[config.mk]
export PLATFORM = sky130hd
export DESIGN_NAME = dbg_mode_sel
export DESIGN_NICKNAME = d
export VERILOG_FILES = /design/src/rtl/dpsel_pkg.sv /design/src/rtl/dpsel_rst_sync.sv /design/src/rtl/dpsel_run_cnt.sv /design/src/rtl/dpsel_win_cnt.sv /design/src/rtl/dpsel_pattern.sv /design/src/rtl/dpsel_fsm.sv /design/src/rtl/dbg_mode_sel.sv
export SDC_FILE = /design/constraint.sdc
export NUM_CORES = 1
export LEC_CHECK = 0
export ABC_CLOCK_PERIOD_IN_PS = 4840
export BUFFER_PORTS_ARGS = -buffer_cell sky130_fd_sc_hd__buf_2
export CORE_MARGIN = 4
export CORE_UTILIZATION = 34
export DETAILED_ROUTE_END_ITERATION = 8
export PLACE_DENSITY = 0.51
export SLEW_MARGIN = 20
export SYNTH_ARGS = -nofsm -noshare
export SYNTH_HDL_FRONTEND = slang
export SYNTH_HIERARCHICAL = 1
export SYNTH_SLANG_ARGS = --single-unit
[constraint.sdc]
create_clock -name clk_i -period 4.84 [get_ports clk_i]
set_clock_uncertainty 0.2 [all_clocks]
set_input_delay 0.726 -clock clk_i [delete_from_list [all_inputs] [get_ports clk_i]]
set_output_delay 0.726 -clock clk_i [all_outputs]
set_load 0.1 [all_outputs]
[src/rtl/dpsel_pkg.sv]
package dpsel_pkg;

  typedef enum logic [1:0] {
    MODE_JTAG = 2'b00,
    MODE_SWD  = 2'b01,
    MODE_DORM = 2'b10
  } mode_e;

  typedef enum logic [1:0] {
    ST_JTAG,
    ST_SWD,
    ST_DORM,
    ST_WAKE
  } sel_state_e;

  // protocol constants, first-received bit at bit 0
  localparam logic [15:0]  SW_J2S    = 16'hE79E;
  localparam logic [15:0]  SW_S2J    = 16'hE73C;
  localparam logic [15:0]  SW_S2D    = 16'hE3BC;
  localparam logic [30:0]  SW_J2D    = 31'h33BBBBBA;
  localparam logic [127:0] WAKE_SEQ  = 128'h19BC0EA2_E3DDAFE9_86852D95_6209F392;
  localparam logic [7:0]   ACT_SWD   = 8'h1A;
  localparam int           JTAG_ACT_BITS = 12;
  localparam int           ACT_GAP_BITS  = 4;

  function automatic mode_e mode_of(sel_state_e st);
    case (st)
      ST_JTAG: mode_of = MODE_JTAG;
      ST_SWD:  mode_of = MODE_SWD;
      default: mode_of = MODE_DORM;
    endcase
  endfunction

endpackage

[src/rtl/dpsel_rst_sync.sv]
module dpsel_rst_sync #(
  parameter int STAGES = 2
) (
  input  logic clk_i,
  input  logic rst_ni,
  output logic rst_no
);
  logic [STAGES-1:0] sync_q;

  always_ff @(posedge clk_i or negedge rst_ni) begin
    if (!rst_ni) sync_q <= '0;
    else         sync_q <= {sync_q[STAGES-2:0], 1'b1};
  end

  assign rst_no = sync_q[STAGES-1];
endmodule

[src/rtl/dpsel_run_cnt.sv]
// Counts consecutive high samples, saturating at the long-run threshold,
// and flags the low sample that closes a qualifying run.
module dpsel_run_cnt #(
  parameter int LONG_MIN = 50,
  localparam int RW = $clog2(LONG_MIN + 1)
) (
  input  logic          clk_i,
  input  logic          rst_ni,
  input  logic          dio_i,
  input  logic [RW-1:0] short_thr_i,
  output logic          long_arm_o,
  output logic          short_arm_o
);
  localparam logic [RW-1:0] LONG_LIM = RW'(LONG_MIN);

  logic [RW-1:0] run_q, run_n;

  always_comb begin
    if (!dio_i)               run_n = '0;
    else if (run_q == LONG_LIM) run_n = run_q;
    else                      run_n = run_q + 1'b1;
  end

  always_ff @(posedge clk_i or negedge rst_ni) begin
    if (!rst_ni) run_q <= '0;
    else         run_q <= run_n;
  end

  assign long_arm_o  = !dio_i && (run_q >= LONG_LIM);
  assign short_arm_o = !dio_i && (run_q >= short_thr_i);
endmodule

[src/rtl/dpsel_win_cnt.sv]
// Position counter for a code window opened by an arming sample.
// done_o marks the sample that completes a window of limit_i bits.
module dpsel_win_cnt #(
  parameter int MAX_W = 128,
  localparam int CW = $clog2(MAX_W + 1)
) (
  input  logic          clk_i,
  input  logic          rst_ni,
  input  logic          arm_i,
  input  logic          clr_i,
  input  logic [CW-1:0] limit_i,
  output logic          done_o
);
  logic [CW-1:0] pos_q, pos_n;

  assign done_o = (pos_q != '0) && (pos_q == limit_i - 1'b1);

  always_comb begin
    if (clr_i)             pos_n = '0;
    else if (arm_i)        pos_n = CW'(1);
    else if (done_o)       pos_n = '0;
    else if (pos_q != '0)  pos_n = pos_q + 1'b1;
    else                   pos_n = '0;
  end

  always_ff @(posedge clk_i or negedge rst_ni) begin
    if (!rst_ni) pos_q <= '0;
    else         pos_q <= pos_n;
  end
endmodule

[src/rtl/dpsel_pattern.sv]
// Shift history of received bits; newest bit enters at the top so an
// LSB-first word of N bits sits in the top N positions.
module dpsel_pattern
  import dpsel_pkg::*;
#(
  parameter int HIST_W = 128
) (
  input  logic clk_i,
  input  logic rst_ni,
  input  logic dio_i,
  output logic hit_j2s_o,
  output logic hit_s2j_o,
  output logic hit_s2d_o,
  output logic hit_j2d_o,
  output logic hit_wake_o,
  output logic hit_act_swd_o,
  output logic hit_act_zero_o
);
  localparam int SWW  = $bits(SW_J2S);
  localparam int J2DW = $bits(SW_J2D);
  localparam int WKW  = $bits(WAKE_SEQ);
  localparam int ACW  = $bits(ACT_SWD);

  logic [HIST_W-2:0] hist_q;
  logic [HIST_W-1:0] hist_n;

  assign hist_n = {dio_i, hist_q};

  always_ff @(posedge clk_i or negedge rst_ni) begin
    if (!rst_ni) hist_q <= '0;
    else         hist_q <= hist_n[HIST_W-1:1];
  end

  assign hit_j2s_o      = hist_n[HIST_W-1 -: SWW]  == SW_J2S;
  assign hit_s2j_o      = hist_n[HIST_W-1 -: SWW]  == SW_S2J;
  assign hit_s2d_o      = hist_n[HIST_W-1 -: SWW]  == SW_S2D;
  assign hit_j2d_o      = hist_n[HIST_W-1 -: J2DW] == SW_J2D;
  assign hit_wake_o     = hist_n[HIST_W-1 -: WKW]  == WAKE_SEQ;
  assign hit_act_swd_o  = hist_n[HIST_W-1 -: ACW]  == ACT_SWD;
  assign hit_act_zero_o = hist_n[HIST_W-1 -: ACW]  == '0;
endmodule

[src/rtl/dpsel_fsm.sv]
module dpsel_fsm
  import dpsel_pkg::*;
(
  input  logic clk_i,
  input  logic rst_ni,
  input  logic dio_i,
  input  logic long_arm_i,
  input  logic long_done_i,
  input  logic short_done_i,
  input  logic hit_j2s_i,
  input  logic hit_s2j_i,
  input  logic hit_s2d_i,
  input  logic hit_j2d_i,
  input  logic hit_wake_i,
  input  logic hit_act_swd_i,
  input  logic hit_act_zero_i,
  output logic clr_o,
  output logic dorm_o,
  output logic [1:0] mode_o,
  output logic line_reset_o,
  output logic proto_err_o
);
  localparam int ACT_LEN = ACT_GAP_BITS + JTAG_ACT_BITS;
  localparam int AW      = $clog2(ACT_LEN);
  localparam logic [AW-1:0] GAP_END  = AW'(ACT_GAP_BITS);
  localparam logic [AW-1:0] SWD_END  = AW'(ACT_GAP_BITS + $bits(ACT_SWD) - 1);
  localparam logic [AW-1:0] JTAG_END = AW'(ACT_LEN - 1);

  sel_state_e    state_q, state_n;
  logic [AW-1:0] act_q, act_n;
  logic          lr_pend_q, lr_pend_n;
  logic          lr_q, lr_n;
  logic          err_q, err_n;
  mode_e         mode_q;

  always_comb begin
    state_n = state_q;
    act_n   = act_q;
    err_n   = 1'b0;
    case (state_q)
      ST_JTAG: begin
        if (long_done_i && hit_j2s_i)       state_n = ST_SWD;
        else if (short_done_i && hit_j2d_i) state_n = ST_DORM;
      end
      ST_SWD: begin
        if (long_done_i && hit_s2j_i)       state_n = ST_JTAG;
        else if (long_done_i && hit_s2d_i)  state_n = ST_DORM;
      end
      ST_DORM: begin
        if (short_done_i && hit_wake_i) begin
          state_n = ST_WAKE;
          act_n   = '0;
        end
      end
      default: begin
        act_n = act_q + 1'b1;
        if ((act_q < GAP_END || act_q > SWD_END) && dio_i) begin
          state_n = ST_DORM;
          err_n   = 1'b1;
        end else if (act_q == SWD_END) begin
          if (hit_act_swd_i) state_n = ST_SWD;
          else if (!hit_act_zero_i) begin
            state_n = ST_DORM;
            err_n   = 1'b1;
          end
        end else if (act_q == JTAG_END) begin
          state_n = ST_JTAG;
        end
      end
    endcase
  end

  // line reset: long run closed by a low, then a second low
  always_comb begin
    lr_n      = 1'b0;
    lr_pend_n = 1'b0;
    if (state_q == ST_SWD) begin
      lr_n      = lr_pend_q && !dio_i;
      lr_pend_n = long_arm_i;
    end
  end

  always_ff @(posedge clk_i or negedge rst_ni) begin
    if (!rst_ni) begin
      state_q   <= ST_JTAG;
      act_q     <= '0;
      lr_pend_q <= 1'b0;
      lr_q      <= 1'b0;
      err_q     <= 1'b0;
      mode_q    <= MODE_JTAG;
    end else begin
      state_q   <= state_n;
      act_q     <= act_n;
      lr_pend_q <= lr_pend_n;
      lr_q      <= lr_n;
      err_q     <= err_n;
      mode_q    <= mode_of(state_n);
    end
  end

  assign clr_o        = state_n != state_q;
  assign dorm_o       = state_q == ST_DORM;
  assign mode_o       = mode_q;
  assign line_reset_o = lr_q;
  assign proto_err_o  = err_q;
endmodule

[src/rtl/dbg_mode_sel.sv]
module dbg_mode_sel
  import dpsel_pkg::*;
#(
  parameter int LONG_MIN  = 50,
  parameter int TLR_MIN   = 5,
  parameter int WAKE_MIN  = 8,
  parameter int SYNC_STG  = 2
) (
  input  logic       clk_i,
  input  logic       rst_ni,
  input  logic       dio_i,
  output logic [1:0] mode_o,
  output logic       line_reset_o,
  output logic       proto_err_o
);
  localparam int RW   = $clog2(LONG_MIN + 1);
  localparam int SWW  = $bits(SW_J2S);
  localparam int J2DW = $bits(SW_J2D);
  localparam int WKW  = $bits(WAKE_SEQ);
  localparam int LCW  = $clog2(SWW + 1);
  localparam int SCW  = $clog2(WKW + 1);

  logic          rst_n;
  logic          long_arm, short_arm, long_done, short_done;
  logic          clr, dorm;
  logic [RW-1:0] short_thr;
  logic [SCW-1:0] short_lim;
  logic hit_j2s, hit_s2j, hit_s2d, hit_j2d, hit_wake, hit_swd, hit_zero;

  dpsel_rst_sync #(.STAGES(SYNC_STG)) u_rst (
    .clk_i (clk_i), .rst_ni (rst_ni), .rst_no (rst_n)
  );

  assign short_thr = dorm ? RW'(WAKE_MIN) : RW'(TLR_MIN);
  assign short_lim = dorm ? SCW'(WKW) : SCW'(J2DW);

  dpsel_run_cnt #(.LONG_MIN(LONG_MIN)) u_run (
    .clk_i (clk_i), .rst_ni (rst_n), .dio_i (dio_i),
    .short_thr_i (short_thr),
    .long_arm_o (long_arm), .short_arm_o (short_arm)
  );

  dpsel_win_cnt #(.MAX_W(SWW)) u_win_long (
    .clk_i (clk_i), .rst_ni (rst_n), .arm_i (long_arm), .clr_i (clr),
    .limit_i (LCW'(SWW)), .done_o (long_done)
  );

  dpsel_win_cnt #(.MAX_W(WKW)) u_win_short (
    .clk_i (clk_i), .rst_ni (rst_n), .arm_i (short_arm), .clr_i (clr),
    .limit_i (short_lim), .done_o (short_done)
  );

  dpsel_pattern #(.HIST_W(WKW)) u_pat (
    .clk_i (clk_i), .rst_ni (rst_n), .dio_i (dio_i),
    .hit_j2s_o (hit_j2s), .hit_s2j_o (hit_s2j), .hit_s2d_o (hit_s2d),
    .hit_j2d_o (hit_j2d), .hit_wake_o (hit_wake),
    .hit_act_swd_o (hit_swd), .hit_act_zero_o (hit_zero)
  );

  dpsel_fsm u_fsm (
    .clk_i (clk_i), .rst_ni (rst_n), .dio_i (dio_i),
    .long_arm_i (long_arm), .long_done_i (long_done), .short_done_i (short_done),
    .hit_j2s_i (hit_j2s), .hit_s2j_i (hit_s2j), .hit_s2d_i (hit_s2d),
    .hit_j2d_i (hit_j2d), .hit_wake_i (hit_wake),
    .hit_act_swd_i (hit_swd), .hit_act_zero_i (hit_zero),
    .clr_o (clr), .dorm_o (dorm), .mode_o (mode_o),
    .line_reset_o (line_reset_o), .proto_err_o (proto_err_o)
  );
endmodule

# ---- Word level (Yosys, flattened, before mapping)
# Index checks and enable logic that the tools add are counted.
dict set report totals {
  out_inout_bits 4
  ff_bits 159
  elab_cells 92
  input_bits 3
}
dict set report op_classes {
  n_mux 33
  n_addsub 5
  eq_ne 17
  n_bitwise 1
  n_lt_le_gt_ge 4
  reduce_logical 21
}
# op n
set op_table {}
lappend op_table {{== test 128 x 125 -> 1 bit, second input constant} 1}
lappend op_table {{== test 16 bit, second input constant} 3}
lappend op_table {{2-to-1 mux 8 bit} 5}
lappend op_table {{== test 31 x 30 -> 1 bit, second input constant} 1}
lappend op_table {{2-to-1 mux 2 bit} 10}
lappend op_table {{2-to-1 mux 5 bit} 4}
lappend op_table {{2-to-1 mux 6 bit} 2}
lappend op_table {{logical AND 1 bit} 11}
lappend op_table {{adder 8 x 1 -> 8 bit, second input constant} 1}
lappend op_table {{== test 4 bit, second input constant} 2}
lappend op_table {{== test 8 x 5 -> 1 bit, second input constant} 1}
lappend op_table {{== test 8 bit} 1}
lappend op_table {{zero test 8 bit} 1}
lappend op_table {{2-to-1 mux 4 bit} 2}
lappend op_table {{case mux 4 bit (2 select lines)} 1}
lappend op_table {{nonzero test 8 bit} 1}
lappend op_table {{subtractor 8 x 1 -> 8 bit, second input constant} 1}
lappend op_table {{2-to-1 mux 1 bit} 7}
lappend op_table {{adder 6 x 1 -> 6 bit, second input constant} 1}
lappend op_table {{== test 6 bit, second input constant} 1}
lappend op_table {{greater-or-equal comparator 6 x 4 -> 1 bit} 1}
lappend op_table {{greater-or-equal comparator 6 bit, second input constant} 1}
lappend op_table {{case mux 2 bit (3 select lines)} 1}
lappend op_table {{adder 5 x 1 -> 5 bit, second input constant} 1}
lappend op_table {{18 further kinds} 20}

# ---- Logic depth before layout (Yosys ltp)
# Gate-level depths: netlist of the first run.
dict set report logic_depth {
  ltp_word 11
  mapped_depth 17
  ltp_nobuf 15
}

# ---- Modules after synthesis
# The synthesis of the first run kept the hierarchy.
# module instances seq_area_each_um2 cells_per_inst area_per_inst_um2
set modules_own_cells {}
lappend modules_own_cells {dpsel_pattern 1 3178.0 196 3712.3}
lappend modules_own_cells {{dpsel_win_cnt (u_win_short)} 1 200.2 80 723.2}
lappend modules_own_cells {dpsel_fsm 1 275.3 57 611.8}
lappend modules_own_cells {dpsel_run_cnt 1 150.1 51 471.7}
lappend modules_own_cells {{dpsel_win_cnt (u_win_long)} 1 125.1 45 422.9}
lappend modules_own_cells {dpsel_rst_sync 1 50.0 3 53.8}
lappend modules_own_cells {dbg_mode_sel 1 0.0 3 11.3}

# ---- Worst setup path before layout of the first run
# OpenSTA, ideal clock, no wires.
dict set report synth_timing {
  path_kind {register -> register}
  start {register u_fsm.state_q[1]}
  end {register u_win_short.pos_q[2]}
  path_buffers 2
  arrival_ps 3813
  setup_slack_ps 681
  period_less_slack_ps 4159
  setup_ps 147
  required_ps 4493
  stages_incl_launch_ff 18
  path_cell_list {dfrtp_1 > buf_6 > and2b_2 > inv_1 > inv_1 > ha_1 > buf_2 > o21bai_1 > a2111oi_2 > a311oi_2 > a2111oi_4 > nand3_1 > o21ai_0 > a21boi_0 > nand3_1 > nand2b_1 > nand2b_1 > nor3_1}
}
dict set report synth_between {
  elab_chain_cells 11
  word_cells_on_any_way 27
  classes_between {1 x add/sub; 1 x order compare; 4 x eq/ne; 16 x mux; 5 x reduce/logical}
}
# element line
set synth_rtl {}
lappend synth_rtl {{start, declared} dpsel_fsm.sv:29} ;# sel_state_e state_q, state_n;
lappend synth_rtl {{start signal, assigned} dpsel_fsm.sv:92} ;# state_q <= state_n;
lappend synth_rtl {{== test 2 bit (*)} dpsel_fsm.sv:102} ;# assign dorm_o = state_q == ST_DORM;
lappend synth_rtl {{named net dorm} dbg_mode_sel.sv:25} ;# logic clr, dorm;
lappend synth_rtl {{2-to-1 mux 8 bit (*)} dbg_mode_sel.sv:35} ;# assign short_lim = dorm ? SCW'(WKW) : SCW'(J2DW);
lappend synth_rtl {{named net short_lim[0]} dbg_mode_sel.sv:27} ;# logic [SCW-1:0] short_lim;
lappend synth_rtl {{subtractor 8 x 1 -> 8 bit (*)} dpsel_win_cnt.sv:16} ;# assign done_o = (pos_q != '0) && (pos_q == limit_i - 1'b1);
lappend synth_rtl {{== test 8 bit (*)} dpsel_win_cnt.sv:16}
lappend synth_rtl {{logical AND 1 bit (*)} dpsel_win_cnt.sv:16}
lappend synth_rtl {{named net short_done} dbg_mode_sel.sv:24} ;# logic long_arm, short_arm, long_done, short_done;
lappend synth_rtl {{logical AND 1 bit} dpsel_fsm.sv:43} ;# else if (short_done_i && hit_j2d_i) state_n = ST_DORM;
lappend synth_rtl {{2-to-1 mux 2 bit} dpsel_fsm.sv:43}
lappend synth_rtl {{2-to-1 mux 2 bit} dpsel_fsm.sv:42} ;# if (long_done_i && hit_j2s_i) state_n = ST_SWD;
lappend synth_rtl {{case mux 2 bit (3 select lines) (*)} dpsel_fsm.sv:40} ;# case (state_q)
lappend synth_rtl {{inequality test 2 bit (*)} dpsel_fsm.sv:101} ;# assign clr_o = state_n != state_q;
lappend synth_rtl {{named net clr} dbg_mode_sel.sv:25}
lappend synth_rtl {{2-to-1 mux 8 bit (*)} dpsel_win_cnt.sv:19} ;# if (clr_i) pos_n = '0;
lappend synth_rtl {{named net u_win_short.pos_n[2]} dpsel_win_cnt.sv:14} ;# logic [CW-1:0] pos_q, pos_n;
lappend synth_rtl {{end signal, assigned} dpsel_win_cnt.sv:28} ;# else pos_q <= pos_n;
lappend synth_rtl {{end, declared} dpsel_win_cnt.sv:14}
# The timed path passes the listed nets; every way through them passes the cells marked *.
# A chain may end at the register's enable or synchronous reset.

# ---- Worst setup path after layout of the first run
dict set report layout_timing {
  start {register u_fsm.state_q[1]}
  end {register u_win_short.pos_q[3]}
}
# Same word-level chain as after synthesis.

==> metrics, run 1 <==
status=finished, final reports clean; CTS tree=built; Worst Setup EP=u_win_short/pos_q[3]; drt total wl=10.1 mm; Core Area=0.0173 mm^2; # Max-Cap Violations=0; Seq pwr share=0.462; Post-DP HPWL=about 6.8 mm; Post-Route Utilization=0.410; Hold Fails Final Rpt=0; CTS Sinks=159; Critical Path Source=u_fsm/state_q[1]; DR DRC count=0; Distinct cells, synth=67; Hold-fix buffers, CTS=1; share of layout cells above drive strength 1=0.130; largest net degree at the start of global routing=84; most common cell after layout, fill and taps aside=dfrtp_1; total power=between 3 and 4 mW; reg2reg end=u_win_short/pos_q[3]; Chip Height=141 um; Net Sw Power=a little under 700 uW; number of global-route vias before repair=3,583; fill cell count=1,608; Top FF cell, synth=dfrtp_1; PD cells=436 mW/mm^2; CTS max path bufs=2; final worst path period need=4.23 ns; R2R cell count=15; initial antenna violation count=0; row cnt=48; Post-synth ARST share=1.00; Max IR drop VDD=around 0.00026 V; Yosys reg bits=159; most frequent cells in the layout=dfrtp_1, nand2_1, conb_1; HP Class=flip-flop to async pin; actual slew at the worst max-slew pin=0.774 ns; clock network fraction of total power=0.482; critical path class=flip-flop to flip-flop; DR pass1 iterations=4; wire per inst=around 14 um; total number of cells along the worst setup path=15; n_diodes=0; Worst setup EP type=flip-flop; first-pass GRT wire length=17.9 mm; Final Non-Filler Cells=719; EDFF count, synth=0; Mapped Cells=435; RSZ-0062 raised after global routing=false; slowest CP cell=a2111oi_4; DR vias=between 3,000 and 4,000; CTS root buf=clkbuf_16; flop2flop setup slack=between 0.6 and 0.7 ns; Pleak=between 3 and 4 nW; Final period util=0.874; setup bufs post-CTS=0; RR Startpoint=u_fsm/state_q[1]; Reg clk slew, reported paths=0.06 ns; initial core utilization=0.347; H-tree levels=4; Synth Area per Inst=13.8 um^2; placer congestion estimate=0.766; worst path required time=between 4 and 5 ns; crit path buf inv count=2; Max stage delay on crit path=0.59 ns; Layout area overhead=18.1%; Largest delay share family, worst path=compound AO/OA/AOI/OAI gates; port buffer count=6; GR Overflow Total=0; Yosys Warn Count=6; CTS buffer count=17; antenna-violating nets left=0; internal power=~2.4 mW; CP Data Arrival Time=4.30 ns; # IOs=7; placed cell count=685; CP max FO=15; vias per cell=4.70; die area=between 0.015 and 0.02 mm^2; Seq/Total Area, Yosys=0.662; synthesized area=0.00601 mm^2; Critical Path, Cell by Cell=and2b_2 -> inv_1 -> inv_1 -> ha_1 -> o21bai_1 -> a2111oi_2 -> a311oi_2 -> a2111oi_4 -> nand3_1 -> o21ai_0 -> a21boi_0 -> nand3_1 -> nand2b_1 -> nand2b_1 -> nor3_1; drt first-iter violations=157; GRT Total Usage=0.113; Startpoint Class=flip-flop; Relative slew margins=0.477; clock network latency to the later pin of the worst-skew pair=0.42 ns; Horiz. Die Dim=141 um; switch share=0.224; achievable frequency=0.236 GHz; combinational fraction of design power=0.056; Slew Limit Fails=0; nets@finish=501; final setup violation count=0; final setup TNS=0 ns; Resized cells post-CTS=0
[power by group through the flow]
stage,clock (mW),combinational (mW),sequential (mW)
CTS,1.53,0.169,1.44
global placement,0,0.166,1.46
global route,1.59,0.203,1.44
detailed placement,0,0.167,1.46
floorplan,0,0.130,1.45
finish,1.49,0.174,1.43
[flip-flops by register name, summed over array words and instances, names as in the netlist]
signal	flops
u_pat/hist_q	127
u_win_short/pos_q	8
u_run/run_q	6
u_win_long/pos_q	5
u_fsm/act_q	4
u_fsm/mode_o	2
u_fsm/state_q	2
u_rst/sync_q	2
u_fsm/line_reset_o	1
u_fsm/lr_pend_q	1
u_fsm/proto_err_o	1
[how the worst min path moves through the flow]
| stage | startpoint | end | slack [ns] | cells past startpoint |
|---|---|---|---|---|
| after floorplan | u_rst/sync_q[0] | u_rst/sync_q[1] | 0.13 | 0 |
| after global placement | u_rst/sync_q[0] | u_rst/sync_q[1] | 0.14 | 0 |
| after detailed placement | u_rst/sync_q[0] | u_rst/sync_q[1] | 0.14 | 0 |
| after CTS | u_rst/sync_q[0] | u_rst/sync_q[1] | 0.16 | 0 |
| after global routing | u_rst/sync_q[0] | u_rst/sync_q[1] | 0.18 | 0 |
| final | u_rst/sync_q[1] | u_pat/hist_q[96] | 0.15 | 0 |
[cell usage after synthesis, types with 3 or more instances]
cell	count	area share
ha_1	17	0.035
nor2b_1	3	0.0031
nor2_1	10	0.0062
nor4_1	11	0.011
nand4_1	8	0.0083
o21ai_0	6	0.0050
nand3b_1	3	0.0037
clkbuf_1	3	0.0019
a21oi_1	3	0.0025
conb_1	3	0.0019
nand2b_1	13	0.014
nand3_1	12	0.010
xnor2_1	12	0.017
inv_1	19	0.012
nand4bb_1	8	0.015
nor4bb_1	5	0.0083
xor2_1	14	0.020
and2_1	3	0.0031
nand4b_1	9	0.013
nand2_1	26	0.016
nor4b_1	10	0.015
dfrtp_1	159	0.66
or4b_2	4	0.0067
and3_1	5	0.0052
nor3_1	17	0.014
[logic make-up (layout without fill, tap and decap cells)]
logic type | after synthesis | count (layout) | share of synthesized area
buf+inv | 25 | 62 | 0.0183
flops | 159 | 159 | 0.662
xor+xnor | 26 | 26 | 0.0379
simple gates | 168 | 168 | 0.189
mux | 2 | 2 | 0.00333
other cells | 3 | 25 | 0.00187
fa+ha+maj | 17 | 17 | 0.0354
compound gates | 35 | 35 | 0.0514
[worst register-to-register path: cells and delay by family, from the launching register on]
kind                     cells  cell delay, ns
adder cells (fa/ha/maj)      1            0.29
AND/OR/NAND/NOR              6            1.21
AO/OA/AOI/OAI                6            1.52
flip-flops                   1            0.53
buffers and inverters        2            0.35
[stage by stage]
stage          hold WS (ns)  setup slack (ns)  cell area (um^2)
6_report              0.148             0.609              7090
5_1_grt               0.178             0.100              7090
4_1_cts               0.161             0.606              7070
3_5_place_dp          0.136             0.630              6390
3_3_place_gp          0.139             0.704              6390
2_1_floorplan         0.131             0.681              6090
[final cells by class]
| type | count | area [um^2] | area share |
|---|---|---|---|
| Sequential cell | 159 | 3980 | 0.561 |
| Multi-Input combinational cell | 273 | 2000 | 0.282 |
| Clock buffer | 19 | 453 | 0.0639 |
| Tap cell | 225 | 282 | 0.0397 |
| Clock inverter | 13 | 221 | 0.0312 |
| Timing Repair Buffer | 11 | 82.6 | 0.0116 |
| Inverter | 19 | 71.3 | 0.0101 |
[per-layer routing]
layer  wire (um)  vias to the layer above  global-route usage  share of wire
met1        5040                     1694               0.156           0.50
met2        4600                       39               0.169           0.46
met5           0                        -                   0              0
li1            -                     1638                   -              -
met4         129                        0              0.0403          0.013
met3         278                       10              0.0360          0.028
Power figures use the tool's default switching activity.
==> inputs of run 2 (changes only) <==
--- a/config.mk
+++ b/config.mk
@@ -7,10 +7,11 @@
 export LEC_CHECK = 0
 export ABC_CLOCK_PERIOD_IN_PS = 4840
 export BUFFER_PORTS_ARGS = -buffer_cell sky130_fd_sc_hd__buf_2
+export CORE_ASPECT_RATIO = 0.8
 export CORE_MARGIN = 4
-export CORE_UTILIZATION = 34
+export CORE_UTILIZATION = 30
 export DETAILED_ROUTE_END_ITERATION = 8
-export PLACE_DENSITY = 0.51
+export PLACE_DENSITY = 0.46
 export SLEW_MARGIN = 20
 export SYNTH_ARGS = -nofsm -noshare
 export SYNTH_HDL_FRONTEND = slang
==> run 2 against run 1 <==
Against the previous run:
- register-to-register slack better by 0.09 ns
- combinational power is essentially flat
- final cell count grew 5.4%
- clock power down 15%
- via count barely moved
- wire length up 6.5%
- non-clock buffer count unchanged
- worst setup slack better by 0.086 ns
- sequential power about the same
- first-iteration DRC count up 43%
- critical path type unchanged
- largest cell class unchanged
- largest power group is now registers
==> metrics, run 2 (synthesized netlist as in run 1, its figures left out) <==
status=finished, final reports clean; Slew Limit Fails=0 (unchanged); Relative slew margins=0.439 (-0.0377); RR Startpoint=u_fsm/state_q[1]; CP Data Arrival Time=4.24 ns (-0.06 ns); achievable frequency=0.241 GHz (+2.1%); clock network latency to the later pin of the worst-skew pair=0.42 ns (about the same); RSZ-0062 raised after global routing=false; CTS tree=built; GRT Total Usage=0.103 (-0.00950); PD cells=408 mW/mm^2 (-6.4%); critical path class=flip-flop to flip-flop; port buffer count=6 (unchanged); number of global-route vias before repair=3,509 (-2.1%); largest net degree at the start of global routing=95 (+13%); GR Overflow Total=0 (unchanged); Critical Path Source=u_fsm/state_q[1]; Chip Height=135 um (-4.5%); HP Class=flip-flop to flip-flop; Post-Route Utilization=0.356 (-0.0543); initial core utilization=0.304 (-0.0430); CTS root buf=clkbuf_16; Worst setup EP type=flip-flop; CP max FO=15 (unchanged); worst setup margin=0.695 ns (+0.0863 ns); drt first-iter violations=224 (+43%); H-tree levels=4 (unchanged); Layout area overhead=16.9%; total power=2.87 mW (-7.3%); CTS Sinks=159 (unchanged); hold wc startpoint=u_rst/sync_q[0]; Core Area=0.0197 mm^2 (+14%); n_diodes=0 (unchanged); initial antenna violation count=0 (unchanged); # Max-Cap Violations=0 (unchanged); Startpoint Class=flip-flop; drt total wl=10.7 mm (+6.5%); wire per inst=14.1 um (+1.0%); Critical Path, Cell by Cell=and2b_2 -> inv_1 -> inv_1 -> ha_1 -> o21bai_1 -> a2111oi_2 -> a311oi_2 -> a2111oi_4 -> buf_4 -> nand3_1 -> o21ai_0 -> a21boi_0 -> nand3_1 -> nand2b_1 -> nand2b_1 -> nor3_1; Reg clk slew, reported paths=0.07 ns (about the same); nets@finish=501 (unchanged); final setup violation count=0 (unchanged); Hold Fails Final Rpt=0 (unchanged); Horiz. Die Dim=166 um (+18%); placer congestion estimate=0.769 (+0.48%); setup bufs post-CTS=0 (unchanged); antenna-violating nets left=0 (unchanged); most frequent cells in the layout=dfrtp_1, nand2_1, conb_1; final worst path period need=4.15 ns (-0.0863 ns); first-pass GRT wire length=18.3 mm (+2.5%); Post-DP HPWL=7.00 mm (+2.8%); vias per cell=4.46 (-5.2%); Resized cells post-CTS=0 (unchanged); row cnt=46 (-4.2%); Max IR drop VDD=0.000196 V (-26%); number of flip-flops in the largest register=127 (unchanged); DR pass1 iterations=4 (unchanged); die area=0.0224 mm^2 (+13%); worst path required time=4.93 ns (+0.02 ns); Final period util=0.856 (-0.0178); CTS buffer count=17 (unchanged); DR DRC count=0 (unchanged); Place WS=0.711 ns (+0.0813 ns); # IOs=7 (unchanged); CTS max path bufs=2 (unchanged); Pleak=3.17 nW (-1.7%); Biggest register=u_pat/hist_q; Max stage delay on crit path=0.53 ns (-0.06 ns); slowest CP cell=dfrtp_1; share of layout cells above drive strength 1=0.126 (-0.00405); DR vias=3,379 (-0.059%); Largest delay share family, worst path=compound AO/OA/AOI/OAI gates; actual slew at the worst max-slew pin=0.842 ns (+0.0675 ns); top flop regs=u_pat/hist_q (127), u_win_short/pos_q (8), u_run/run_q (6); crit path buf inv count=3 (+1); final setup TNS=0 ns (unchanged); most common cell after layout, fill and taps aside=dfrtp_1
==> run 2: path summary, 6_finish.rpt <==
| check | endpoint | slack [ns] | depth (start not counted) |
|---|---|---|---|
| hold / removal | u_rst/sync_q[1] | 0.16 | 0 |
| max in group asynchronous | u_pat/hist_q[38] | 3.24 | 1 |
| setup / recovery | u_win_short/pos_q[3] | 0.69 | 16 |
| hold reg to reg | u_rst/sync_q[1] | 0.16 | 0 |
| setup reg to reg | u_win_short/pos_q[3] | 0.69 | 16 |
| min in group asynchronous | u_pat/hist_q[1] | 0.24 | 0 |
==> run 2: cell type report <==
class / count / area, um^2
fillers: 1889 / 12700
flip-flops and latches: 159 / 3980
multi-input cells: 273 / 2000
clock buffers: 21 / 460
well taps: 264 / 330
clock inverters: 11 / 96.3
repair buffers: 11 / 82.6
inverters: 19 / 71.3
==> run 2: where the power goes <==
part / internal (mW) / switching, mW
Sequential: 1.37 / 0.0615
Clock: 0.698 / 0.567
Combinational: 0.0759 / 0.0950
Total: 2.15 / 0.724
==> run 2: metrics by stage <==
stage          std cells  area, um^2  hold slack (ns)
2_1_floorplan        457        6090            0.131
3_3_place_gp         725        6460            0.145
3_5_place_dp         725        6460            0.147
4_1_cts              758        7020            0.163
5_1_grt              758        7020            0.173
6_report             758        7020            0.158
==> run 2: repair_timing <==
item,4_1_cts,5_1_grt
hold buffers,1,0
endpoints found under the setup margin,0,0
hold endpoints to repair,2,0
==> run 2: metal layers <==
layer,track usage,share of wire
met5,0,0
met4,0.0371,0.016
met3,0.0354,0.031
met2,0.146,0.42
met1,0.148,0.53
